==> src/rtl/can_rxf_pkg.sv <==
package can_rxf_pkg;

    // byte layout of one message slot
    localparam int SLOT_BYTES = 15;
    localparam int BYTE_W     = 8;

    // qualified end-of-frame event from the protocol engine
    typedef struct packed {
        logic stb;
        logic ok;
        logic hit;
    } frame_evt_t;

    function automatic logic evt_commits(input frame_evt_t e);
        return e.stb & e.ok & e.hit;
    endfunction

endpackage

==> src/rtl/can_rxf_store.sv <==
module can_rxf_store #(
    parameter int NUM_BUF    = 5,
    parameter int SLOT_BYTES = 15,
    parameter int DW         = 8,
    parameter int AW         = 4,
    parameter int PTR_W      = 3
) (
    input  logic             clk,
    input  logic             rst_n,
    input  logic             wr_en_i,
    input  logic [PTR_W-1:0] wr_slot_i,
    input  logic [AW-1:0]    wr_addr_i,
    input  logic [DW-1:0]    wr_data_i,
    input  logic [PTR_W-1:0] rd_slot_i,
    input  logic [AW-1:0]    rd_addr_i,
    output logic [DW-1:0]    rd_data_o
);

    localparam logic [AW-1:0] LAST_BYTE = AW'(SLOT_BYTES - 1);

    typedef logic [DW-1:0] slot_t [SLOT_BYTES];

    slot_t mem_d [NUM_BUF];
    slot_t mem_q [NUM_BUF];

    always_comb begin
        mem_d = mem_q;
        if (wr_en_i && (wr_addr_i <= LAST_BYTE)) begin
            mem_d[wr_slot_i][wr_addr_i] = wr_data_i;
        end
    end

    always_ff @(posedge clk) begin
        if (!rst_n) begin
            for (int s = 0; s < NUM_BUF; s++) begin
                for (int b = 0; b < SLOT_BYTES; b++) begin
                    mem_q[s][b] <= '0;
                end
            end
        end else begin
            mem_q <= mem_d;
        end
    end

    always_comb begin
        rd_data_o = '0;
        if (rd_addr_i <= LAST_BYTE) begin
            rd_data_o = mem_q[rd_slot_i][rd_addr_i];
        end
    end

endmodule

==> src/rtl/can_rxf_ctrl.sv <==
module can_rxf_ctrl #(
    parameter int NUM_BUF = 5,
    parameter int PTR_W   = 3
) (
    input  logic             clk,
    input  logic             rst_n,
    input  logic             commit_i,
    input  logic             release_i,
    input  logic             ovr_clr_i,
    output logic [PTR_W-1:0] fg_slot_o,
    output logic [PTR_W-1:0] bg_slot_o,
    output logic             full_o,
    output logic             ovr_o
);

    localparam logic [PTR_W-1:0] HOLD_MAX = PTR_W'(NUM_BUF - 1);
    localparam logic [PTR_W:0]   RING_N   = (PTR_W + 1)'(NUM_BUF);

    typedef struct packed {
        logic [PTR_W-1:0] head;
        logic [PTR_W-1:0] count;
        logic             ovr;
    } ctrl_t;

    ctrl_t st_d, st_q;

    logic           rel_ok;
    logic           room;
    logic           store;
    logic           drop;
    logic [PTR_W:0] bg_sum;

    always_comb begin
        st_d   = st_q;
        rel_ok = release_i && (st_q.count != '0);
        room   = (st_q.count < HOLD_MAX) || rel_ok;
        store  = commit_i && room;
        drop   = commit_i && !room;

        if (rel_ok) begin
            st_d.head = (st_q.head == HOLD_MAX) ? '0 : st_q.head + 1'b1;
        end

        unique case ({store, rel_ok})
            2'b10:   st_d.count = st_q.count + 1'b1;
            2'b01:   st_d.count = st_q.count - 1'b1;
            default: st_d.count = st_q.count;
        endcase

        if (drop) begin
            st_d.ovr = 1'b1;
        end else if (ovr_clr_i) begin
            st_d.ovr = 1'b0;
        end

        bg_sum = {1'b0, st_q.head} + {1'b0, st_q.count};
        if (bg_sum >= RING_N) begin
            bg_sum = bg_sum - RING_N;
        end
    end

    always_ff @(posedge clk) begin
        if (!rst_n) begin
            st_q <= '0;
        end else begin
            st_q <= st_d;
        end
    end

    assign fg_slot_o = st_q.head;
    assign bg_slot_o = bg_sum[PTR_W-1:0];
    assign full_o    = (st_q.count != '0);
    assign ovr_o     = st_q.ovr;

endmodule

==> src/rtl/can_rx_fifo.sv <==
module can_rx_fifo
    import can_rxf_pkg::*;
#(
    parameter int NUM_BUF = 5,
    parameter int AW      = 4
) (
    input  logic              clk,
    input  logic              rst_n,
    input  logic              eng_wr_en,
    input  logic [AW-1:0]     eng_wr_addr,
    input  logic [BYTE_W-1:0] eng_wr_data,
    input  logic              eng_frame_end,
    input  logic              eng_frame_ok,
    input  logic              eng_filter_hit,
    input  logic [AW-1:0]     host_rd_addr,
    output logic [BYTE_W-1:0] host_rd_data,
    input  logic              host_release,
    input  logic              host_ovr_clr,
    input  logic              irq_en,
    output logic              rx_full,
    output logic              ovr_flag,
    output logic              rx_irq
);

    localparam int PTR_W = (NUM_BUF > 2) ? $clog2(NUM_BUF) : 1;

    frame_evt_t       evt;
    logic             commit;
    logic [PTR_W-1:0] fg_slot;
    logic [PTR_W-1:0] bg_slot;

    assign evt    = '{stb: eng_frame_end, ok: eng_frame_ok, hit: eng_filter_hit};
    assign commit = evt_commits(evt);

    can_rxf_ctrl #(
        .NUM_BUF (NUM_BUF),
        .PTR_W   (PTR_W)
    ) u_ctrl (
        .clk       (clk),
        .rst_n     (rst_n),
        .commit_i  (commit),
        .release_i (host_release),
        .ovr_clr_i (host_ovr_clr),
        .fg_slot_o (fg_slot),
        .bg_slot_o (bg_slot),
        .full_o    (rx_full),
        .ovr_o     (ovr_flag)
    );

    can_rxf_store #(
        .NUM_BUF    (NUM_BUF),
        .SLOT_BYTES (SLOT_BYTES),
        .DW         (BYTE_W),
        .AW         (AW),
        .PTR_W      (PTR_W)
    ) u_store (
        .clk       (clk),
        .rst_n     (rst_n),
        .wr_en_i   (eng_wr_en),
        .wr_slot_i (bg_slot),
        .wr_addr_i (eng_wr_addr),
        .wr_data_i (eng_wr_data),
        .rd_slot_i (fg_slot),
        .rd_addr_i (host_rd_addr),
        .rd_data_o (host_rd_data)
    );

    assign rx_irq = rx_full & irq_en;

endmodule

==> config.mk <==
export PLATFORM = sky130hd
export DESIGN_NAME = can_rx_fifo
export DESIGN_NICKNAME = d
export VERILOG_FILES = /design/src/rtl/can_rxf_pkg.sv /design/src/rtl/can_rxf_store.sv /design/src/rtl/can_rxf_ctrl.sv /design/src/rtl/can_rx_fifo.sv
export SDC_FILE = /design/constraint.sdc
export NUM_CORES = 1
export LEC_CHECK = 0
export BUFFER_PORTS_ARGS = -buffer_cell sky130_fd_sc_hd__buf_2
export CAP_MARGIN = 5
export CORE_AREA = 2 2 231 233
export DETAILED_ROUTE_END_ITERATION = 6
export DIE_AREA = 0 0 233 235
export PLACE_DENSITY = 0.7
export RECOVER_POWER = 25
export SLEW_MARGIN = 20
export SYNTH_ARGS = -nofsm -noshare
export SYNTH_HDL_FRONTEND = slang
export SYNTH_SLANG_ARGS = --single-unit
==> constraint.sdc <==
create_clock -name clk -period 5.15 [get_ports clk]
set_input_delay 0 -clock clk [delete_from_list [all_inputs] [get_ports clk]]
set_output_delay 0 -clock clk [all_outputs]
set_load 0.02 [all_outputs]
# Word-level counts from Yosys, hierarchy flattened
# Cells that the tools add are included.
[classes] magnitude_cmp=10 bitwise_logic=7 n_reduce_logical=11 n_eq_ne=3 mux=17 n_addsub=5
[ops] cell="bitwise mux 600 bit" count=1
[ops] cell="binary-select mux 120 bit (select 3 bit)" count=1
[ops] cell="demux 120 bit (select 3 bit)" count=1
[ops] cell="two-way mux 120 bit" count=3
[ops] cell="binary-select mux 8 bit (select 4 bit)" count=1
[ops] cell="demux 8 bit (select 4 bit)" count=1
[ops] cell="two-way mux 8 bit" count=4
[ops] cell=">= comparator 5 bit (second input constant)" count=2
[ops] cell="inverter 4 -> 5 bit" count=2
[ops] cell=">= comparator 4 bit (second input constant)" count=2
[ops] cell="<= comparator 4 bit (second input constant)" count=2
[ops] cell="inverter 3 -> 4 bit" count=2
[ops] cell="adder 3 x 1 -> 3 bit (second input constant)" count=2
[ops] cell="logical AND 1 bit" count=6
[ops] cell="two-way mux 3 bit" count=2
[ops] cell="case mux 3 bit (2 select lines)" count=1
[ops] cell="less-than comparator 5 x 1 -> 1 bit (second input constant)" count=1
[ops] cell="adder 3 x 3 -> 4 bit" count=1
[ops] cell=">= comparator 4 x 3 -> 1 bit (second input constant)" count=1
[ops] cell="less-than comparator 4 x 1 -> 1 bit (second input constant)" count=1
[ops] cell="nonzero test 2 bit" count=2
[ops] cell="AND 1 bit" count=3
[ops] cell="== test 3 bit (second input constant)" count=1
[ops] cell="less-than comparator 3 bit (second input constant)" count=1
[ops] cell="8 further kinds" count=9
[word_totals] ff_bits=607 in_bits=25 output_inout_bits=11

# Longest topological paths before layout
[logic_depth] depth_word=9 depth_mapped=13 mapped_depth_nobuf=10

# Cells and area by module
# A second synthesis with hierarchy kept.
[hier_totals] hier_cells=3294 hier_area_um2=29266.8
[by_module_without_submodules] module="can_rxf_store" cells_per_inst=3226 n_inst=1 area_each_um2=28695.0
[by_module_without_submodules] module="can_rxf_ctrl" cells_per_inst=66 n_inst=1 area_each_um2=559.3
[by_module_without_submodules] module="can_rx_fifo" cells_per_inst=2 n_inst=1 area_each_um2=12.5

# Worst setup path after synthesis
# No wires, ideal clock.
[synth_path] path_kind="register to register" startpoint="reg u_ctrl.st_q (netlist bit u_ctrl.fg_slot_o[0])" endpoint="reg u_store.mem_q[536] (netlist name)" stages_incl_launch_ff=12 period_less_slack_ns=3.023 t_required_ns=5.034 n_path_buf=1 slack_ns=2.127 arrival_ns=2.907 cell_sequence="dfxtp_1 > ha_1 > fa_1 > inv_1 > ha_1 > nand2b_1 > nor3_1 > a31oi_4 > buf_6 > a21oi_4 > mux2i_1 > nor2b_1"
[synth_between] elab_chain_len=9
[synth_rtl] item="from (decl)" line="can_rxf_ctrl.sv:25" text="ctrl_t st_d, st_q;"
[synth_rtl] item="from (signal assigned)" line="can_rxf_ctrl.sv:66" text="st_q <= st_d;"
[synth_rtl] item="adder 3 x 3 -> 4 bit *" line="can_rxf_ctrl.sv:56" text="bg_sum = {1'b0, st_q.head} + {1'b0, st_q.count};"
[synth_rtl] item=">= comparator 4 x 3 -> 1 bit / subtractor 3 bit (equally long branches)" line="can_rxf_ctrl.sv:57, can_rxf_ctrl.sv:58"
[synth_rtl] item="two-way mux 3 bit *" line="can_rxf_ctrl.sv:57" text="if (bg_sum >= RING_N) begin"
[synth_rtl] item="inverter 3 -> 4 bit (not written as such) *" line="can_rxf_store.sv:29" text="mem_d[wr_slot_i][wr_addr_i] = wr_data_i;"
[synth_rtl] item=">= comparator 4 bit (not written as such) / less-than comparator 4 x 1 -> 1 bit (equally long branches)" line="can_rxf_store.sv:29"
[synth_rtl] item="logical AND 1 bit (not written as such)" line="can_rxf_store.sv:29"
[synth_rtl] item="two-way mux 120 bit (not written as such)" line="can_rxf_store.sv:29"
[synth_rtl] item="demux 120 bit (select 3 bit) *" line="can_rxf_store.sv:29"
[synth_rtl] item="bitwise mux 600 bit *" line="can_rxf_store.sv:29"
[synth_rtl] item="to (signal assigned)" line="can_rxf_store.sv:41" text="mem_q <= mem_d;"
[synth_rtl] item="to (decl)" line="can_rxf_store.sv:24" text="slot_t mem_q [NUM_BUF];"
# Mark *: on every way between the ends. The rest lies on a longest branch, timed or not.
# A chain may end at the register's enable or synchronous reset.

# Final worst setup path
[layout_path] startpoint="reg u_ctrl.st_q (netlist bit u_ctrl.fg_slot_o[0])" endpoint="reg u_store.mem_q[571] (netlist name)"
# The elaborated chain is that of the path after synthesis.

==> metrics.csv <==
metric,value,unit
clkPwrFrac,43.6,%
yosys_warnings,0,
synth-seq-cells,607,
via_per_inst,5.97,
track_usage,28.4,%
rows,84,
setup_viol,0,
hp-class,in2reg,
grt_pass1_vias,19900,
finalHoldViolations,0,
drv_cap,1,
vias,19900,
drt-wirelength-per-cell,23.3,um
syn_to_final_growth,8.75,%
avgSynthCellArea,10.7,um2
synth_nets,2690,
synth_edf_count,0,
core,52200,um2
fmax,237,MHz
drive_gt1_share,14.2,%
leakage,11.7,nW
fp.dieW,233,um
p_sw,2.87,mW
crit_fanout,15,
yosysSeqAreaShare,42.8,%
cts_max_level,3,
place_congestion,0.941,
die_h,235,um
clock_latency,0.60,ns
finalPower,10.8,mW
cp-end-kind,register,
ios,36,
hpwl,50.0,mm
p_int,7.96,mW
grt_max_degree,209,
pwr-share-seq,44.2,%
powerDensity,351,nW/um2
postRouteWirelength,77.9,mm
numPortBuffers,35,
cts.path.max_buffers,3,
cts_tree,done,
fin_skew,0.0151,ns
cp.arrival,4.68,ns
diodes,0,
min_period_over_period,81.8,%
detailed_place.area,28900,um2
crit_type,reg2reg,
drt_iter0_drc,1786,
dpl.cell_count,3216,
cp.required,5.62,ns
cts_root_buf,clkbuf_16,
overflow,0,
synthFlopType,dfxtp_1,
cts.sinks,607,
die-area,54800,um2
grt_pass1_wl,119,mm
vdd.ir_drop.worst,0.275,mV
ant_nets,0,
rsz0062_at_grt,false,
tns,0,ns
start_util,54.3,%
dr.pass1.iters,6,
yosys.cell_types.count,71,
violations,"capacitance limit, slew limit",
syn_area,28400,um2
ctsResizeCount,0,
design_area,30900,um2
cts_inserted_buffers,67,
layout.cells.non_filler,3338,
antenna_found_initial,4,
status,"complete, but fails checks",
async_flop_share,0,%
min_period,4.21,ns
clk_pin_slew_worst_paths,0.06,ns
drv_slew,209,
tightest_slew,3.71,ns
nets,2636,
drc,0,
relSlewSlack,-147,%
crit_path_start_kind,register,
power_frac_comb,12.2,%
synth_cells,2655,
p_sw_share,26.5,%
## final timing paths
check                                                      start                              end  slack, ns  cells after the start
worst max-delay path            u_ctrl.fg_slot_o[0]$_SDFFE_PN0P_  u_store.mem_q[571]$_SDFFE_PN0P_       0.94                     11
worst max register to register  u_ctrl.fg_slot_o[0]$_SDFFE_PN0P_  u_store.mem_q[571]$_SDFFE_PN0P_       0.94                     11
worst min-delay path                              eng_wr_data[4]  u_store.mem_q[484]$_SDFFE_PN0P_       0.07                      4
worst min register to register   u_store.mem_q[129]$_SDFFE_PN0P_  u_store.mem_q[129]$_SDFFE_PN0P_       0.46                      2
## layout make-up
| type | instances | area (um2) |
|---|---|---|
| Multi-Input combinational cell | 1841 | 15200 |
| Inverter | 13 | 48.8 |
| Timing Repair Buffer | 71 | 493 |
| Clock buffer | 99 | 2000 |
| Sequential cell | 607 | 12200 |
| Fill cell | 4286 | 21400 |
| Clock inverter | 19 | 165 |
| Tap cell | 688 | 861 |
## worst max-delay path: stages (launching register included)
cell	delay (ns)
dfxtp_1	0.33
ha_1	0.23
fa_1	0.62
inv_1	0.12
ha_1	0.34
nand2b_1	0.20
nor3_1	0.29
a31oi_4	0.04
clkbuf_2	0.34
a21oi_1	1.19
mux2i_1	0.30
nor2b_1	0.07
## logic make-up (layout without fill, tap and decap cells)
group / count (synthesis) / after routing / synth area share [%]
DFF: 607 / 607 / 42.8
adders and majority gates: 10 / 10 / 0.494
and+or+nand+nor: 844 / 844 / 15.2
xor gates and xnor gates: 4 / 4 / 0.176
buffers and inverters: 207 / 202 / 3.13
AOI/OAI and AO/OA: 176 / 176 / 4.85
muxes: 807 / 807 / 33.3
## synthesized netlist by cell type, drive strengths merged, types with 3 or more instances
cell	number	area (um2)
a2111oi	4	35.0
a211oi	8	60.1
a21oi	36	349
a221o	3	30.0
a221oi	8	70.1
a22oi	8	60.1
a31oi	8	65.1
a41oi	3	26.3
and2	5	31.3
and3	4	25.0
buf	48	293
clkbuf	146	548
dfxtp	607	12200
ha	8	100
inv	11	41.3
mux2	21	236
mux2i	678	6790
mux4	108	2430
nand2	459	1900
nand2b	11	68.8
nand3	21	118
nor2	66	423
nor2b	250	1560
nor3	12	60.1
nor4	3	33.8
o211ai	7	52.6
o21ai	44	277
o22ai	27	175
or2	3	18.8
or3	3	18.8
## sequential cells by signal (all words and copies together), names as in the netlist
| register | flops |
|---|---|
| u_ctrl.fg_slot_o | 3 |
| u_ctrl.ovr_o | 1 |
| u_ctrl.st_q | 3 |
| u_store.mem_q | 600 |
## metal layers
| layer | routed length, um | GRT usage (%) | share of wire [%] |
|---|---|---|---|
| met1 | 33000 | 36.8 | 42 |
| met2 | 36500 | 45.8 | 47 |
| met3 | 4770 | 5.16 | 6.1 |
| met4 | 3620 | 13.5 | 4.6 |
| met5 | 44 | 0 | 0.056 |
## cell usage in the layout, fill, tap and decap left out, drive strengths merged, types with 3 or more instances in the layout
cell type and count:
nor4 3, a41oi 3, nand2b 11, nand2 459, o22ai 27, o21ai 44
buf 64, ha 8, nor2 66, a221o 3, or3 3, nor3 12
a22oi 8, clkinv 13, and3 4, a221oi 8, clkbuf 102, nor2b 250
mux2i 678, o211ai 7, dlygate4sd3 4, and2 5, a2111oi 4, mux2 21
a21oi 36, mux4 108, a211oi 8, a31oi 8, nand3 21, dfxtp 607
or2 3, inv 15
## timing repair
action / 4_1_cts / 5_1_grt
buffers inserted: 0 / 0
hold endpoints to repair: 26 / 0
hold buffers: 4 / 0
## power by group through the flow
stage          logic (mW)  registers, mW  clock network [mW]
2_1_floorplan        1.01           4.88                   0
3_3_place_gp         1.35           4.88                   0
3_5_place_dp         1.37           4.89                   0
4_1_cts              1.38           4.78                4.81
5_1_grt              1.39           4.79                5.00
6_report             1.32           4.78                4.72
## per-stage QoR
step           worst slack [ns]  hold slack (ns)  util, %
5_1_grt                   0.755           0.0591     59.1
3_5_place_dp               1.47            0.318     55.3
3_3_place_gp               1.37            0.317     55.3
2_1_floorplan              2.13            0.183        -
4_1_cts                    1.08           0.0280     59.6
6_report                  0.937           0.0657     59.1
Power figures use the tool's default switching activity.
